==> src/rtl/nested_walker.sv <==
module nested_walker #(
  parameter int GLVL  = 4,
  parameter int NLVL  = 4,
  parameter int IDX   = 9,
  parameter int PGOFF = 12,
  parameter int EW    = 64,
  localparam int VA_W = GLVL*IDX + PGOFF,
  localparam int PA_W = NLVL*IDX + PGOFF,
  localparam int NMAX = GLVL*NLVL + NLVL,
  localparam int CW   = $clog2(NMAX + 1),
  localparam int LW   = $clog2((GLVL > NLVL ? GLVL : NLVL) + 1)
) (
  input  logic            clk,
  input  logic            rst_n,
  input  logic            req_valid,
  input  logic [VA_W-1:0] req_gva,
  input  logic [PA_W-1:0] guest_root,
  input  logic [PA_W-1:0] nest_root,
  output logic            busy,
  output logic            mem_req,
  output logic [PA_W-1:0] mem_addr,
  input  logic [EW-1:0]   mem_rdata,
  input  logic            mem_rvalid,
  output logic            done,
  output logic            fault,
  output logic            fault_nested,
  output logic [LW-1:0]   fault_level,
  output logic [PA_W-1:0] hpa,
  output logic [CW-1:0]   nref_cnt
);
  localparam int ESH = $clog2(EW/8);
  localparam int GW  = $clog2(GLVL + 1);
  localparam int NW  = $clog2(NLVL + 1);

  typedef enum logic [2:0] {S_IDLE, S_NREQ, S_NWAIT, S_GREQ, S_GWAIT} st_t;
  st_t state;

  logic [VA_W-1:0] gva;
  logic [PA_W-1:0] tgt, nbase, nroot, gbase, frame;
  logic [GW-1:0]   glvl;
  logic [NW-1:0]   nlvl;
  logic [IDX-1:0]  n_idx, g_idx;
  logic            ent_ok;

  assign busy    = (state != S_IDLE);
  assign mem_req = (state == S_NREQ) || (state == S_GREQ);
  assign frame   = {mem_rdata[PA_W-1:PGOFF], {PGOFF{1'b0}}};
  assign ent_ok  = mem_rdata[0];

  always_comb begin
    n_idx = IDX'(tgt >> (PGOFF + IDX*(NLVL-1-int'(nlvl))));
    g_idx = IDX'(gva >> (PGOFF + IDX*(GLVL-1-int'(glvl))));
    if (state == S_GREQ) mem_addr = gbase + (PA_W'(g_idx) << ESH);
    else                 mem_addr = nbase + (PA_W'(n_idx) << ESH);
  end

  always_ff @(posedge clk or negedge rst_n) begin
    if (!rst_n) begin
      state <= S_IDLE; gva <= '0; tgt <= '0; nbase <= '0; nroot <= '0; gbase <= '0;
      glvl <= '0; nlvl <= '0; done <= 1'b0; fault <= 1'b0; fault_nested <= 1'b0;
      fault_level <= '0; hpa <= '0; nref_cnt <= '0;
    end else begin
      done <= 1'b0;
      case (state)
        S_IDLE: if (req_valid) begin
          gva <= req_gva; tgt <= guest_root; nbase <= nest_root; nroot <= nest_root;
          glvl <= '0; nlvl <= '0; nref_cnt <= '0; hpa <= '0;
          fault <= 1'b0; fault_nested <= 1'b0; fault_level <= '0;
          state <= S_NREQ;
        end
        S_NREQ: begin
          nref_cnt <= nref_cnt + 1'b1;
          state    <= S_NWAIT;
        end
        S_NWAIT: if (mem_rvalid) begin
          if (!ent_ok) begin
            fault <= 1'b1; fault_nested <= 1'b1; fault_level <= LW'(nlvl);
            done <= 1'b1; state <= S_IDLE;
          end else if (int'(nlvl) == NLVL-1) begin
            if (int'(glvl) == GLVL) begin
              hpa   <= frame | {{(PA_W-PGOFF){1'b0}}, tgt[PGOFF-1:0]};
              done  <= 1'b1;
              state <= S_IDLE;
            end else begin
              gbase <= frame;
              state <= S_GREQ;
            end
          end else begin
            nlvl  <= nlvl + 1'b1;
            nbase <= frame;
            state <= S_NREQ;
          end
        end
        S_GREQ: state <= S_GWAIT;
        S_GWAIT: if (mem_rvalid) begin
          if (!ent_ok) begin
            fault <= 1'b1; fault_nested <= 1'b0; fault_level <= LW'(glvl);
            done <= 1'b1; state <= S_IDLE;
          end else begin
            tgt   <= frame | ((int'(glvl) == GLVL-1) ?
                     {{(PA_W-PGOFF){1'b0}}, gva[PGOFF-1:0]} : '0);
            glvl  <= glvl + 1'b1;
            nlvl  <= '0;
            nbase <= nroot;
            state <= S_NREQ;
          end
        end
        default: state <= S_IDLE;
      endcase
    end
  end
endmodule

==> config.mk <==
export PLATFORM = sky130hd
export DESIGN_NAME = nested_walker
export DESIGN_NICKNAME = d
export VERILOG_FILES = /design/src/rtl/nested_walker.sv
export SDC_FILE = /design/constraint.sdc
export NUM_CORES = 1
export LEC_CHECK = 0
export ABC_AREA = 1
export CAP_MARGIN = 0
export CORE_UTILIZATION = 59
export CTS_CLUSTER_DIAMETER = 40
export DETAILED_ROUTE_END_ITERATION = 6
export GPL_TIMING_DRIVEN = 0
export PLACE_DENSITY = 0.88
export REMOVE_ABC_BUFFERS = 1
export SKIP_CTS_REPAIR_TIMING = 1
export SYNTH_ARGS = -nofsm -noshare
export SYNTH_HDL_FRONTEND = slang
export SYNTH_SLANG_ARGS = --single-unit
==> constraint.sdc <==
create_clock -name clk -period 14.7 [get_ports clk]
set_input_delay 2.94 -clock clk [delete_from_list [all_inputs] [get_ports clk]]
set_output_delay 2.94 -clock clk [all_outputs]
set_load 0.01 [all_outputs]
==> flow_summary_export.csv, run 1 <==
group,metric,value,unit
clocking,clkSinkCount,296,
placement,routabilityCongestion,0.9727,
cells_and_area,drive_gt1_share,6.362,%
clocking,clock-root-buffer,"clkbuf_16",
clocking,cts_tree,"built",
power_and_ir_drop,finalPower,6.166,mW
placement,placed_area,22420,sq um
drt,dr.first_iter.drc_count,3209,
clocking,cts-buffers-inserted,43,
yosys,syn_inst,2791,
sta,fin_crit,10530,ps
grt,use_met2,69.63,%
power_and_ir_drop,ir_drop,0.1425,mV
critical_path,slowest_stage,"inv_2",
critical_path,rrSetupSlack,10590,ps
yosys,synth_top_area_share,38.46,%
sta,post-route-period-util,71.63,%
floorplanning,pin_count,321,
drt,drc,2,
yosys,ys_types,42,
grt,gr-total-overflow,0,
critical_path,cp_data_required_time,11760,ps
grt,gr-usage-met1,57.52,%
clocking,cts.path.max_buffers,3,
cells_and_area,nNetsFinal,3208,
placement,dpl.hpwl,49.94,mm
sta,worstMarginPinSlew,1247,ps
cells_and_area,num_antenna_cells,0,
drt,antenna_left,0,
floorplanning,row_count,65,
drt,vias,21960,
sta,finalWorstSetupSlack,4170,ps
sta,fmax,94.97,MHz
cells_and_area,synthToLayoutAreaGrowth,24.21,%
critical_path,crit_top_cell,"nand2_1",
grt,antenna_found_initial,1,
outcome,violations,"DRC",
yosys,synth_area_per_cell,6.900,sq um
critical_path,r2r_start,"nlvl[2]$_DFFE_PN0P_",
sta,grt_setup_unrepaired,"false",
clocking,clkSlewWorstSetupHoldPaths,70,ps
grt,grt_pass1_vias,21120,
critical_path,worst-setup-path-type,"reg2out",
sta,slew_violations,0,
worst_hold_path,whs_path_depth,2,
power_and_ir_drop,p_leak,10.94,nW
cells_and_area,utilization,75.23,%
yosys,ys_warn_count,0,
floorplanning,die-width,182.7,um
sta,hold_viol_final,0,
critical_path,slowest_delay,860,ps
yosys,netlist_top_cells_area,"dfrtp_1, nand2_1, nand3_1",
drt,wl_per_cell,21.34,um
yosys,yosysSeqAreaShare,38.46,%
yosys,syn_area,19260,sq um
sta,fin_skew,26.94,ps
worst_hold_path,min_to,"hpa[44]$_DFFE_PN0P_",
grt,use_met3,8.741,%
run,cap_violations,0,
yosys,synth_area_leader_cell,"dfrtp_1",
drt,first_pass_iters,7,
grt,busiest_layer,"met2",
placement,port_buffers,293,
critical_path,r2r_end,"nbase[1]$_DFFE_PN0P_",
grt,grt_use_total,43.69,%
floorplanning,die_y,182.7,um
floorplanning,start_util,60.56,%
sta,tns,0,ps
grt,grt_max_degree,127,
sta,maxSlewHeadroom,16.85,%
critical_path,cp.arrival,7590,ps
worst_hold_path,hp-class,"reg2reg",
yosys,synth-seq-cells,296,
critical_path,reg2reg_depth,9,
sta,setup_viol,0,
floorplanning,design.die.area,33370,sq um
placement,pre_cts_ws,4483,ps
critical_path,worstPathMaxFanout,73,
clocking,insertion_delay,550,ps
critical_path,endpoint_kind,"primary output",
floorplanning,core_area,31800,sq um
worst_hold_path,min_from,"hpa[44]$_DFFE_PN0P_",
drt,routed_wl,73.33,mm
clocking,htree_levels,2,
drt,vias_per_cell,6.389,
grt,grt_first_pass_wirelength,113.7,mm
outcome,outcome,"finished with violations",
power_and_ir_drop,power_density,257.8,nW/um^2
critical_path,critPathLaunchType,"flop",
cells_and_area,final_area,23920,sq um
## routing by layer
layer | wire, um | up-vias
li1 | - | 9749
met1 | 27800 | 10240
met5 | 15 | -
met4 | 3521 | 2
met2 | 33420 | 1686
met3 | 8577 | 284
## placed cells by master (no fill, tap or decap), drive strengths merged, types with 17 or more instances in the layout
cell,netlist,final
clkdlybuf4s50,0,292
nand2,830,830
o31ai,26,26
a31oi,53,53
clkbuf,79,52
nor2,148,148
dfrtp,296,296
buf,99,20
nand3,571,571
a21oi,106,106
nor3,17,17
mux2,60,60
inv,186,193
o21ai,209,209
o22ai,27,27
ha,25,25
## worst max path at each step
| stage | endpoint | slack (ps) | start |
|---|---|---|---|
| after CTS | mem_addr[29] | 3850 | nlvl[1]$_DFFE_PN0P_ |
| after detailed placement | mem_addr[29] | 4480 | nlvl[1]$_DFFE_PN0P_ |
| after floorplan | nref_cnt[1]$_DFFE_PN0P_ | 6400 | req_valid |
| final | mem_addr[29] | 4170 | nlvl[1]$_DFFE_PN0P_ |
| after global placement | hpa[44]$_DFFE_PN0P_ | -1520 | rst_n |
| after global routing | mem_addr[29] | 3740 | nlvl[1]$_DFFE_PN0P_ |
## power breakdown
part           total, mW  internal [mW]  leakage [nW]  switching [mW]
logic               3.59           1.33          6.53            2.26
registers           1.52           1.17          3.71           0.348
clock network       1.06          0.639         0.704           0.422
total               6.17           3.14          10.9            3.03
## stage by stage
step           hold slack [ps]  instances
6_report                 479.2       3437
5_1_grt                  504.4       3437
4_1_cts                  482.1       3436
3_5_place_dp             470.1       3359
3_3_place_gp             462.9       3341
2_1_floorplan            453.4       2613
## synth_stat cells (all sizes together)
library cell and instances:
buf 99, clkinv 1, nand2 830, clkbuf 79, a22o 1, ha 25, a2111oi 1, or2 3
o21ai 209, a21oi 106, xor2 10, dfrtp 296, fa 1, o211ai 8, o31ai 26, nor4 1
xnor2 6, o22ai 27, nand4 11, and2 2, o2111ai 1, nor3b 1, mux2 60, nand3 571
and3 1, nand3b 8, o21bai 2, nor3 17, inv 186, a211oi 1, nor2 148, a31oi 53
## final cells by class
class	instances	area, sq um
flip-flops and latches	296	7411
well taps	435	544.3
clock buffers	52	1182
fillers	2276	7878
multi-input cells	2130	10430
inverters	187	703.2
clock inverters	25	295.3
repair buffers	312	3361
## kinds of logic (layout without fill, tap and decap cells)
| logic type | count (synthesis) | in the layout | share of synthesized area (%) |
|---|---|---|---|
| AND/OR/NAND/NOR | 1593 | 1593 | 35.53 |
| AO/OA/AOI/OAI | 435 | 435 | 12.41 |
| buffers and inverters | 365 | 576 | 7.634 |
| adder cells (fa/ha/maj) | 26 | 26 | 1.728 |
| flip-flops | 296 | 296 | 38.46 |
| multiplexers | 60 | 60 | 3.508 |
| XOR/XNOR | 16 | 16 | 0.7276 |
## state kept, by name, indices dropped and copies added (netlist names)
name,cells
done,1
fault,1
fault_level,3
fault_nested,1
gbase,36
glvl,3
gva,48
hpa,48
nbase,48
nlvl,3
nref_cnt,5
nroot,48
state,3
tgt,48
## critical path: cells and delay by family (launching register included)
| family | cells | cell delay (ps) |
|---|---|---|
| compound gates | 2 | 430 |
| xor+xnor | 1 | 180 |
| fa+ha+maj | 5 | 1290 |
| buf+inv | 7 | 2180 |
| flops | 1 | 730 |
| simple gates | 15 | 2180 |
Note: power is estimated with default switching activity, not from simulation.
==> run 2: changes to the inputs <==
Settings changed: CORE_UTILIZATION 59 to 49, PLACE_DENSITY 0.88 to 0.78.
Clock period 14.7 ns to 9.6 ns, I/O delays scaled along.
==> run 2 against run 1 <==
  * The run still ends with DRC left
  * Core utilization down 13 points
  * Global-route usage down 10 points
  * Power up 54%
  * Cell area up 1.5%
  * Via count down 6.0%
  * Non-clock buffer count down 1
  * Clock skew down 4.7 ps
  * Largest cell class unchanged
==> flow_summary_export.csv, run 2 (synthesized netlist as in run 1, its figures left out) <==
group,metric,value,unit
clocking,cts_tree,"built",
critical_path,cp-startpoint,"nlvl[1]$_DFFE_PN0P_",
sta,fin_skew,22.26,ps
critical_path,rrSetupSlack,5650,ps
grt,grt_max_degree,119,
cells_and_area,synthToLayoutAreaGrowth,26.12,%
cells_and_area,fill_cells,3477,
cells_and_area,final_cell_mix,"nand2_1, nand3_1, dfrtp_1, clkdlybuf4s50_1, inv_1",
drt,vias_per_cell,5.836,
sta,hold_ws,473.3,ps
power_and_ir_drop,p_clk_share,19.8,%
critical_path,cp.arrival,7100,ps
power_and_ir_drop,swShare,47.01,%
cells_and_area,drive_gt1_share,6.704,%
floorplanning,design.die.area,40100,sq um
placement,routabilityCongestion,0.9387,
critical_path,critPathLaunchType,"flop",
critical_path,slowest_delay,730,ps
sta,tns,0,ps
critical_path,worstPathMaxFanout,53,
critical_path,crit_top_cell,"nand2_1",
drt,vias,20650,
cells_and_area,final_common_cell,"nand2_1",
critical_path,worst-setup-path-type,"reg2out",
grt,antenna_found_initial,7,
sta,slew_violations,0,
worst_hold_path,hp-class,"reg2reg",
power_and_ir_drop,power_frac_seq,24.3,%
worst_hold_path,whs_path_depth,2,
worst_hold_path,min_to,"fault_nested$_DFFE_PN0P_",
sta,worstMarginPinSlew,1225,ps
power_and_ir_drop,power_density,391.3,nW/um^2
floorplanning,row_count,72,
critical_path,slowest_stage,"inv_2",
drt,routed_wl,67.82,mm
drt,wl_per_cell,19.17,um
floorplanning,start_util,49.72,%
cells_and_area,seq_area,7415,sq um
placement,port_buffers,293,
power_and_ir_drop,p_sw,4.468,mW
sta,fmax,110.8,MHz
critical_path,r2r_start,"nlvl[2]$_DFFE_PN0P_",
sta,maxSlewHeadroom,18.35,%
drt,dr.first_iter.drc_count,1994,
clocking,clkSinkCount,296,
sta,fin_crit,9023,ps
drt,drc,2,
grt,gr-total-overflow,0,
power_and_ir_drop,ir_drop,0.2145,mV
outcome,outcome,"finished with violations",
clocking,clkSlewWorstSetupHoldPaths,60,ps
power_and_ir_drop,finalPower,9.504,mW
clocking,clock-root-buffer,"clkbuf_16",
grt,grt_pass1_vias,19740,
critical_path,endpoint_kind,"primary output",
grt,grt_first_pass_wirelength,107.6,mm
power_and_ir_drop,power_frac_comb,55.9,%
cells_and_area,multi_input_comb_area,10430,sq um
sta,hold_viol_final,0,
drt,antenna_left,0,
drt,first_pass_iters,7,
clocking,htree_levels,2,
critical_path,reg2reg_depth,9,
floorplanning,die_y,200.3,um
cells_and_area,final_cells,3538,
clocking,insertion_delay,580,ps
floorplanning,core_area,38740,sq um
critical_path,cp_data_required_time,7680,ps
placement,dpl.hpwl,48.73,mm
power_and_ir_drop,internal_power,5.036,mW
floorplanning,die-width,200.3,um
run,cap_violations,0,
grt,grt_use_total,33.61,%
worst_hold_path,min_from,"fault_nested$_DFFE_PN0P_",
sta,post-route-period-util,93.99,%
placement,dp.cells,3441,
floorplanning,pin_count,321,
sta,setup_viol,0,
power_and_ir_drop,p_leak,11.08,nW
cells_and_area,nNetsFinal,3213,
clocking,cts-buffers-inserted,49,
sta,grt_setup_unrepaired,"false",
clocking,cts.path.max_buffers,3,
outcome,violations,"DRC",
critical_path,r2r_end,"nbase[2]$_DFFE_PN0P_",
==> run 2: through the flow <==
step	setup slack [ps]	utilization, %	cell area (sq um)
2_1_floorplan	2322	-	18490
3_3_place_gp	-6020	56.98	22070
3_5_place_dp	220.6	58.05	22490
4_1_cts	-424.9	62.59	24250
5_1_grt	42.51	62.69	24280
6_report	576.7	62.70	24290
==> run 2: final cells by class <==
type | instances | area share, %
Antenna cell | 7 | 0.07212
Clock buffer | 58 | 5.352
Clock inverter | 31 | 1.891
Inverter | 187 | 2.895
Multi-Input combinational cell | 2130 | 42.92
Sequential cell | 296 | 30.53
Tap cell | 518 | 2.668
Timing Repair Buffer | 311 | 13.67
==> run 2: power by group through the flow <==
| stage | logic, mW | clock network [mW] | registers (mW) |
|---|---|---|---|
| after floorplan | 3.19 | 0 | 2.18 |
| after global placement | 5.12 | 0 | 2.30 |
| after detailed placement | 5.23 | 0 | 2.30 |
| after CTS | 5.28 | 1.90 | 2.29 |
| after global routing | 5.85 | 1.95 | 2.37 |
| final | 5.32 | 1.88 | 2.31 |
==> run 2: critical path, delay by kind of cell, from the launching register on <==
family	cells	cell delay [ps]
buffers and inverters	7	2180
and+or+nand+nor	16	2170
adders and majority gates	5	1280
DFF	1	680
xor gates and xnor gates	1	160
==> run 2: worst max path at each step <==
| stage | endpoint | cells past startpoint |
|---|---|---|
| floorplan | nref_cnt[1]$_DFFE_PN0P_ | 4 |
| global placement | gva[39]$_DFFE_PN0P_ | 1 |
| detailed placement | mem_addr[29] | 29 |
| CTS | mem_addr[29] | 29 |
| global route | mem_addr[33] | 29 |
| finish | mem_addr[29] | 29 |
==> run 2: layer usage <==
metal	global-route usage, %	vias up	share of wire, %
met2	52.63	932	46
met3	6.411	134	8.2
met4	12.02	0	2.9
met1	46.43	9819	43
met5	0	-	0
li1	-	9763	-
